### src/rtl/iowx_pkg.sv
package iowx_pkg;
    typedef enum logic [1:0] {
        SZ_BYTE = 2'd0,
        SZ_HALF = 2'd1,
        SZ_WORD = 2'd2,
        SZ_BAD  = 2'd3
    } iowx_size_e;

    typedef enum logic [1:0] {
        ST_IDLE,
        ST_ISSUE,
        ST_WAIT,
        ST_RESP
    } iowx_state_e;
endpackage

### src/rtl/iowx_addr_map.sv
module iowx_addr_map #(
    parameter int              CPU_AW    = 32,
    parameter int              WIN_AW    = 23,
    parameter int              IO_AW     = 16,
    parameter int              PAGE_LSB  = 12,
    parameter int              PORT_BITS = 5,
    parameter logic [CPU_AW-1:0] WIN_BASE = 32'h8000_0000
) (
    input  logic [CPU_AW-1:0] cpu_addr,
    input  logic              mode_sparse,
    output logic              hit,
    output logic [IO_AW-1:0]  io_addr
);
    localparam int PAGE_BITS = IO_AW - PORT_BITS;
    localparam int PAGE_MSB  = PAGE_LSB + PAGE_BITS - 1;

    logic [IO_AW-1:0] dense_addr;
    logic [IO_AW-1:0] sparse_addr;

    // Window decode: compare only the bits above the window size
    assign hit = (cpu_addr[CPU_AW-1:WIN_AW] == WIN_BASE[CPU_AW-1:WIN_AW]);

    // Dense: low offset bits alias the port space across the window
    assign dense_addr = cpu_addr[IO_AW-1:0];

    // Sparse: page number forms the upper port bits; mid-page bits are dropped
    assign sparse_addr = {cpu_addr[PAGE_MSB:PAGE_LSB], cpu_addr[PORT_BITS-1:0]};

    assign io_addr = mode_sparse ? sparse_addr : dense_addr;
endmodule

### src/rtl/iowx_lanes.sv
module iowx_lanes #(
    parameter int DW = 32
) (
    input  iowx_pkg::iowx_size_e size,
    input  logic [DW-1:0]        din,
    output logic [DW-1:0]        dout
);
    localparam int NB = DW / 8;

    logic [NB-1:0] keep;

    // Byte b is live when it lies below the access width (little-endian from lane 0)
    always_comb begin
        for (int b = 0; b < NB; b++) begin
            keep[b] = (32'(b) < (32'd1 << size));
        end
    end

    generate
        for (genvar g = 0; g < NB; g++) begin : g_lane
            assign dout[8*g +: 8] = keep[g] ? din[8*g +: 8] : 8'h00;
        end
    endgenerate
endmodule

### src/rtl/io_window_xlate.sv
module io_window_xlate
    import iowx_pkg::*;
#(
    parameter int               CPU_AW    = 32,
    parameter int               WIN_AW    = 23,
    parameter int               IO_AW     = 16,
    parameter int               DW        = 32,
    parameter int               PAGE_LSB  = 12,
    parameter int               PORT_BITS = 5,
    parameter logic [CPU_AW-1:0] WIN_BASE  = 32'h8000_0000,
    parameter logic [IO_AW-1:0]  CTRL_PORT = 16'h0850
) (
    input  logic              clk,
    input  logic              rst_n,
    input  logic              c_valid,
    input  logic [CPU_AW-1:0] c_addr,
    input  logic [1:0]        c_size,
    input  logic              c_we,
    input  logic [DW-1:0]     c_wdata,
    output logic              c_claim,
    output logic              c_ready,
    output logic [DW-1:0]     c_rdata,
    output logic              io_valid,
    input  logic              io_ready,
    output logic [IO_AW-1:0]  io_addr,
    output logic [1:0]        io_size,
    output logic              io_we,
    output logic [DW-1:0]     io_wdata,
    input  logic              io_done,
    input  logic [DW-1:0]     io_rdata
);
    iowx_state_e st_q, st_d;

    logic              mode_q;
    logic [IO_AW-1:0]  lat_addr;
    iowx_size_e        lat_size;
    logic              lat_we;
    logic [DW-1:0]     lat_wdata;
    logic [DW-1:0]     rdata_q;

    logic              hit;
    logic [IO_AW-1:0]  xl_addr;
    logic [DW-1:0]     wmask;
    logic [DW-1:0]     rmask;
    iowx_size_e        req_size;

    logic              st_idle;
    logic              st_wait;
    logic              accept;
    logic              size_bad;
    logic              ctrl_wr;
    logic              io_finish;

    assign req_size = iowx_size_e'(c_size);

    iowx_addr_map #(
        .CPU_AW   (CPU_AW),
        .WIN_AW   (WIN_AW),
        .IO_AW    (IO_AW),
        .PAGE_LSB (PAGE_LSB),
        .PORT_BITS(PORT_BITS),
        .WIN_BASE (WIN_BASE)
    ) u_map (
        .cpu_addr   (c_addr),
        .mode_sparse(mode_q),
        .hit        (hit),
        .io_addr    (xl_addr)
    );

    iowx_lanes #(.DW(DW)) u_wlane (
        .size(req_size),
        .din (c_wdata),
        .dout(wmask)
    );

    iowx_lanes #(.DW(DW)) u_rlane (
        .size(lat_size),
        .din (io_rdata),
        .dout(rmask)
    );

    assign st_idle   = (st_q == ST_IDLE);
    assign st_wait   = (st_q == ST_WAIT);
    assign accept    = st_idle && c_valid && hit;
    assign size_bad  = (req_size == SZ_BAD);
    assign ctrl_wr   = c_we && !size_bad && (xl_addr == CTRL_PORT);
    assign io_finish = st_wait && io_done;

    // State register
    always_ff @(posedge clk) begin
        if (!rst_n) begin
            st_q <= ST_IDLE;
        end else begin
            st_q <= st_d;
        end
    end

    // Next-state selection
    always_comb begin
        st_d = st_q;
        unique case (st_q)
            ST_IDLE: begin
                if (accept) begin
                    st_d = (size_bad || ctrl_wr) ? ST_RESP : ST_ISSUE;
                end
            end
            ST_ISSUE: if (io_ready) st_d = ST_WAIT;
            ST_WAIT:  if (io_done)  st_d = ST_RESP;
            ST_RESP:  st_d = ST_IDLE;
            default:  st_d = ST_IDLE;
        endcase
    end

    // Request capture, mode register and read return
    always_ff @(posedge clk) begin
        if (!rst_n) begin
            mode_q    <= 1'b0;
            lat_addr  <= '0;
            lat_size  <= SZ_BYTE;
            lat_we    <= 1'b0;
            lat_wdata <= '0;
            rdata_q   <= '0;
        end else begin
            if (accept) begin
                lat_addr  <= xl_addr;
                lat_size  <= req_size;
                lat_we    <= c_we;
                lat_wdata <= wmask;
                rdata_q   <= size_bad ? '1 : '0;
                if (ctrl_wr) begin
                    mode_q <= c_wdata[0];
                end
            end
            if (io_finish) begin
                rdata_q <= lat_we ? '0 : rmask;
            end
        end
    end

    // Outputs
    always_comb begin
        c_claim  = c_valid && hit;
        c_ready  = (st_q == ST_RESP);
        c_rdata  = rdata_q;
        io_valid = (st_q == ST_ISSUE);
        io_addr  = lat_addr;
        io_size  = lat_size;
        io_we    = lat_we;
        io_wdata = lat_wdata;
    end
endmodule

### config.mk
export PLATFORM = sky130hd
export DESIGN_NAME = io_window_xlate
export DESIGN_NICKNAME = d
export VERILOG_FILES = /design/src/rtl/iowx_pkg.sv /design/src/rtl/iowx_addr_map.sv /design/src/rtl/iowx_lanes.sv /design/src/rtl/io_window_xlate.sv
export SDC_FILE = /design/constraint.sdc
export NUM_CORES = 1
export LEC_CHECK = 0
export ABC_CLOCK_PERIOD_IN_PS = 3840
export BUFFER_PORTS_ARGS = -buffer_cell sky130_fd_sc_hd__buf_2
export CORE_UTILIZATION = 33
export DETAILED_ROUTE_END_ITERATION = 8
export PLACE_DENSITY = 0.65
export REMOVE_ABC_BUFFERS = 1
export SLEW_MARGIN = 10
export SYNTH_ARGS = -nofsm -noshare
export SYNTH_HDL_FRONTEND = slang
export SYNTH_SLANG_ARGS = --single-unit
### constraint.sdc
create_clock -name clk -period 3.84 [get_ports clk]
set_clock_uncertainty 0.05 [all_clocks]
set_input_delay 0.192 -clock clk [delete_from_list [all_inputs] [get_ports clk]]
set_output_delay 0.192 -clock clk [all_outputs]
set_load 0.01 [all_outputs]
# After elaboration in Yosys (flattened, before gate mapping)
# Index checks and enable logic that the tools add are counted.
# word_totals
wordCells,56
reg_bits,86
# classes
muxes,18
shifts,2
n_lt_le_gt_ge,8
n_reduce_logical,12
eq_ne,9
# op_table
operator,n
"less-than comparator 1 x 32 -> 1 bit, first input constant",4
"less-than comparator 2 x 32 -> 1 bit, first input constant",4
two-way mux 32 bit,4
two-way mux 8 bit,8
"<< shifter 1 x 2 -> 32 bit, first input constant",2
"== test 16 x 12 -> 1 bit, second input constant",1
two-way mux 16 bit,1
"== test 9 bit, second input constant",1
two-way mux 2 bit,4
one-hot mux 2 bit (4 select lines),1
"== test 2 bit, second input constant",3
logical AND 1 bit,6
"!= test 2 x 1 -> 1 bit, second input constant",2
AND reduction 3 bit,1
"== test 2 x 1 -> 1 bit, second input constant",1
logical NOT 2 bit,1
"!= test 2 bit, second input constant",1
AND reduction 2 bit,1
nonzero test 2 bit,1
logical NOT 1 bit,1
logical OR 1 bit,1

# Logic depth before layout (Yosys ltp)
# depth
word_depth,8
ltp_mapped,9
mapped_depth_nobuf,7

# By module
# From an unflattened synthesis, not the netlist that was laid out.
# hier_totals
hier_cells,460
hier_area_um2,4375.4
# by_module_without_submodules
mod,cells_each,seq_area_each_um2,area_per_inst_um2,instances
io_window_xlate,370,1721.7,3693.5,1
iowx_lanes,35,0.0,225.2,2
iowx_addr_map,20,0.0,231.5,1

# Worst setup path before layout
# No wires, ideal clock.
# synth_path
kind,register to register
start,reg st_q[0]
end,"reg rdata_q[18], in the netlist c_rdata[18]"
path_slack_ps,2043
t_required_ps,3670
stages_incl_launch_ff,10
n_path_buf,2
arrival_ps,1627
path_cell_list,dfxtp_1 inv_1 ha_1 nand2_1 nor2_4 and2_1 buf_4 buf_6 a221oi_2 nor2b_2
# synth_via
elab_chain_len,4
elab_cells_between_ends,7
classes_between,eq/ne: 1; mux: 1; reduce/logical: 5
# synth_lines
element,line_no,source
"start, declared",io_window_xlate.sv:32,"iowx_state_e st_q, st_d;"
"start signal, assigned",io_window_xlate.sv:94,st_q <= st_d;
logical NOT 2 bit,io_window_xlate.sv:82,assign st_idle = (st_q == ST_IDLE);
logical AND 1 bit (2 in series),io_window_xlate.sv:84,assign accept = st_idle && c_valid && hit;
nonzero test 2 bit (no line),--,
"end signal, assigned",io_window_xlate.sv:129,rdata_q <= size_bad ? '1 : '0;
"end signal, assigned",io_window_xlate.sv:135,rdata_q <= lat_we ? '0 : rmask;
"end, declared",io_window_xlate.sv:39,logic [DW-1:0] rdata_q;
# Several ways; a longest one is shown, not always the timed one.
# A chain may end at the register's enable or synchronous reset.

# Worst setup path after layout
# layout_path
start,reg st_q[0]
end,"reg rdata_q[0], in the netlist c_rdata[0]"
# Same word-level chain as after synthesis.

==> summary.txt <==
Status
  – Status: finished clean

Synth
  – Synth Register Bits: 86
  – Syn. warnings: 0
  – Sequential share of the synthesized area: 44.1%
  – Largest area contributor in the netlist: dfxtp_1
  – Yosys top cell area share: 44.1%
  – Post-synth EDFFs: 0
  – Netlist Area Pre-Place: 3900 µm²
  – Unique cell type count in the Yosys netlist: 41
  – Avg Inst Size Synth: 10.1 µm²
  – Synth top area cells: dfxtp_1 (44%), a221oi_2 (9.6%), nand2_1 (7.1%)
  – Cells after Synth: 386
  – Top_reg_cell synth: dfxtp_1
  – Ys async rst share: 0%

Power and ir drop
  – Pwr Total: 2180 µW
  – VDD IR max: 0.265 mV
  – Cell Pwr Density: 423 nW/µm²
  – Leakage power: 0.00244 µW

Critical path
  – Worst path max stage delay: 550 ps
  – CP top delay family: simple AND/OR/NAND/NOR gates
  – Buf/Inv on CP: 2
  – CP endpoint kind: register
  – Critical path, cell by cell: inv_1, ha_1, and4_2, buf_4, and2_4, a221oi_1, nor2b_1
  – Worst Path Required: 4060 ps
  – Critical path startpoint category: register
  – Setup CP Type: reg2reg
  – Slowest CP cell: and2_4
  – CP max FO: 65
  – Worst Path Arrival: 2610 ps

Drt
  – Met2 routed WL: 4550 µm
  – DR DRC count: 0
  – ANT nets after route: 0
  – Iteration-0 DRC Markers: 198
  – Pre-antenna DRT Iters: 4
  – Top layer in use: met4
  – Met3 Routed Length: 697 µm
  – Vias per inst: 4.92
  – Vias post-DR: 3470
  – WL/cell: 14.4 µm
  – Post-Route WL: 10100 µm
  – M1 WL: 4700 µm

Clock network
  – Clock Root Buffer: clkbuf_16
  – Setup Buffers After CTS: 0
  – Hold-fix buffers at CTS: 0
  – CTS clk-pin slew, worst paths: 60 ps
  – CTS Buf Count: 9
  – Clock buffer depth: 2
  – Worst skew pair latency: 340 ps
  – Max H-tree Level: 3
  – CTS tree: built
  – Post-cts sizing count: 0
  – Num Clock Sinks: 86

STA
  – Slew HR: 43.0%
  – # setup viols final: 0
  – Tmin final: 2390 ps
  – Fin. Hold Viols: 0
  – Slew @ Worst Pin: 853 ps
  – Final slew viol count: 0
  – Final TNS setup: 0 ps
  – Tcrit/Tclk final: 62.2%
  – RSZ-0062 raised after global routing: false
  – Fmax: 0.419 GHz

Die
  – Core box area: 11500 µm²
  – IO Count: 190
  – Die Y: 111 µm
  – Initial Utilization: 34.0%
  – Die width: 111 µm
  – Standard-cell rows: 39
  – Die ar.: 12300 µm²

Global route
  – Wire length of the first global-routing pass: 16700 µm
  – Vias in the first global route: 3297
  – Largest net degree at the start of global routing: 66
  – Total grt overflow: 0
  – Initial antenna violation count: 0
  – Total GRT Usage: 16.9%

Min path
  – Worst Hold Class: in2reg

Finish
  – Fill cells: 1111
  – Net total in the final layout: 666
  – Area growth from synthesis to final layout: 32.2%
  – Diodes inserted: 0
  – Share of post-route cells with drive strength above 1: 46.4%

Job
  – Total of max-cap violations: 0

Place
  – Post-DP HPWL: 7460 µm
  – PortBufs: 189
  – Routability congestion estimate: 0.733
## area by class of cell
| type | instances | area (µm²) | area share, % |
|---|---|---|---|
| clock buffer | 10 | 239 | 4.63 |
| clock inverter | 6 | 85.1 | 1.65 |
| inverter | 5 | 18.8 | 0.364 |
| multi-input combinational | 262 | 1940 | 37.6 |
| sequential | 86 | 1720 | 33.4 |
| tap | 143 | 179 | 3.47 |
| timing repair buffer | 193 | 976 | 18.9 |
## cell usage in the layout (no fill, tap or decap), types with 2 or more instances in the layout
| master | synthesis | routed |
|---|---|---|
| a21oi_1 | 3 | 3 |
| a21boi_1 | 31 | 31 |
| bufinv_16 | 0 | 2 |
| a211o_1 | 5 | 5 |
| nand3_1 | 26 | 26 |
| mux2i_1 | 11 | 11 |
| nand2_1 | 74 | 74 |
| dfxtp_1 | 86 | 86 |
| inv_1 | 5 | 5 |
| buf_4 | 3 | 4 |
| ha_1 | 5 | 5 |
| clkinvlp_4 | 0 | 2 |
| nor4bb_1 | 2 | 2 |
| nor2b_1 | 8 | 8 |
| buf_2 | 5 | 189 |
| nor2b_2 | 19 | 19 |
| clkinv_2 | 0 | 2 |
| nor4_2 | 2 | 2 |
| nor4b_1 | 2 | 2 |
| a221oi_1 | 2 | 2 |
| o211a_1 | 17 | 17 |
| a221oi_2 | 25 | 25 |
| clkbuf_16 | 0 | 9 |
| a21boi_0 | 9 | 9 |
| and2_1 | 2 | 2 |
| nor2_1 | 3 | 3 |
## final timing paths
| kind | start | depth (start not counted) | slack, ps | endpoint |
|---|---|---|---|---|
| worst max-delay path | st_q[0]$_SDFFE_PN0P_ | 7 | 1450 | c_rdata[0]$_SDFFE_PN0P_ |
| worst min-delay path | c_wdata[2] | 3 | 30 | io_wdata[2]$_SDFFE_PN0P_ |
| worst max register to register | st_q[0]$_SDFFE_PN0P_ | 7 | 1450 | c_rdata[0]$_SDFFE_PN0P_ |
| worst min register to register | io_wdata[17]$_SDFFE_PN0P_ | 2 | 400 | io_wdata[17]$_SDFFE_PN0P_ |
## through the flow
stage | util, % | setup WS, ps | cell area [µm²] | cells | hold slack, ps
2_1_floorplan | - | 647 | 3670 | 353 | 270
3_3_place_gp | 42.1 | 1500 | 4830 | 689 | 382
3_5_place_dp | 42.1 | 1420 | 4830 | 689 | 388
4_1_cts | 45.0 | 1410 | 5160 | 705 | 19.3
5_1_grt | 45.0 | 1230 | 5160 | 705 | 33.9
6_report | 45.0 | 1450 | 5160 | 705 | 31.9
## registers in the layout, summed over array words and instances, names as in the netlist
signal    count
io_size       2
io_addr      16
c_rdata      32
io_wdata     32
st_q          2
mode_q        1
io_we         1
## cells in the mapped netlist (all sizes together) (2+ instances only)
cell,count
nor2,4
nor4bb,2
and2,3
nor4,3
nor4b,2
ha,5
o211a,17
dfxtp,86
a21boi,40
buf,18
a211o,5
nand2,74
a221oi,27
nand3,26
nor2b,27
a21oi,5
clkbuf,15
inv,5
mux2i,11
## worst reg2reg max path, delay by kind of cell (launching register included)
| kind | cells | cell delay, ps |
|---|---|---|
| AOI/OAI and AO/OA | 1 | 110 |
| adders and majority gates | 1 | 200 |
| buffers and inverters | 2 | 660 |
| DFF | 1 | 340 |
| and+or+nand+nor | 3 | 960 |
## metal layers
layer  GRT usage [%]  vias to the layer above
met5               0                        -
met4            7.20                        0
met3            4.37                       15
met2            25.9                      135
met1            22.4                     1600
li1                -                     1720
## kinds of logic (layout without fill, tap and decap cells)
family | after synthesis | after routing | synth area share [%]
DFF | 86 | 86 | 44.1
muxes | 11 | 11 | 2.82
adders and majority gates | 5 | 5 | 1.60
and+or+nand+nor | 146 | 146 | 19.8
buffers and inverters | 38 | 214 | 6.44
AOI/OAI and AO/OA | 100 | 100 | 25.3
## power by group
| group | leakage (µW) | total [µW] | switching (µW) | internal (µW) |
|---|---|---|---|---|
| combinational | 0.00160 | 303 | 167 | 136 |
| sequential | 0.000693 | 940 | 20.7 | 919 |
| clock | 0.000154 | 942 | 357 | 585 |
Power figures use the tool's default switching activity.
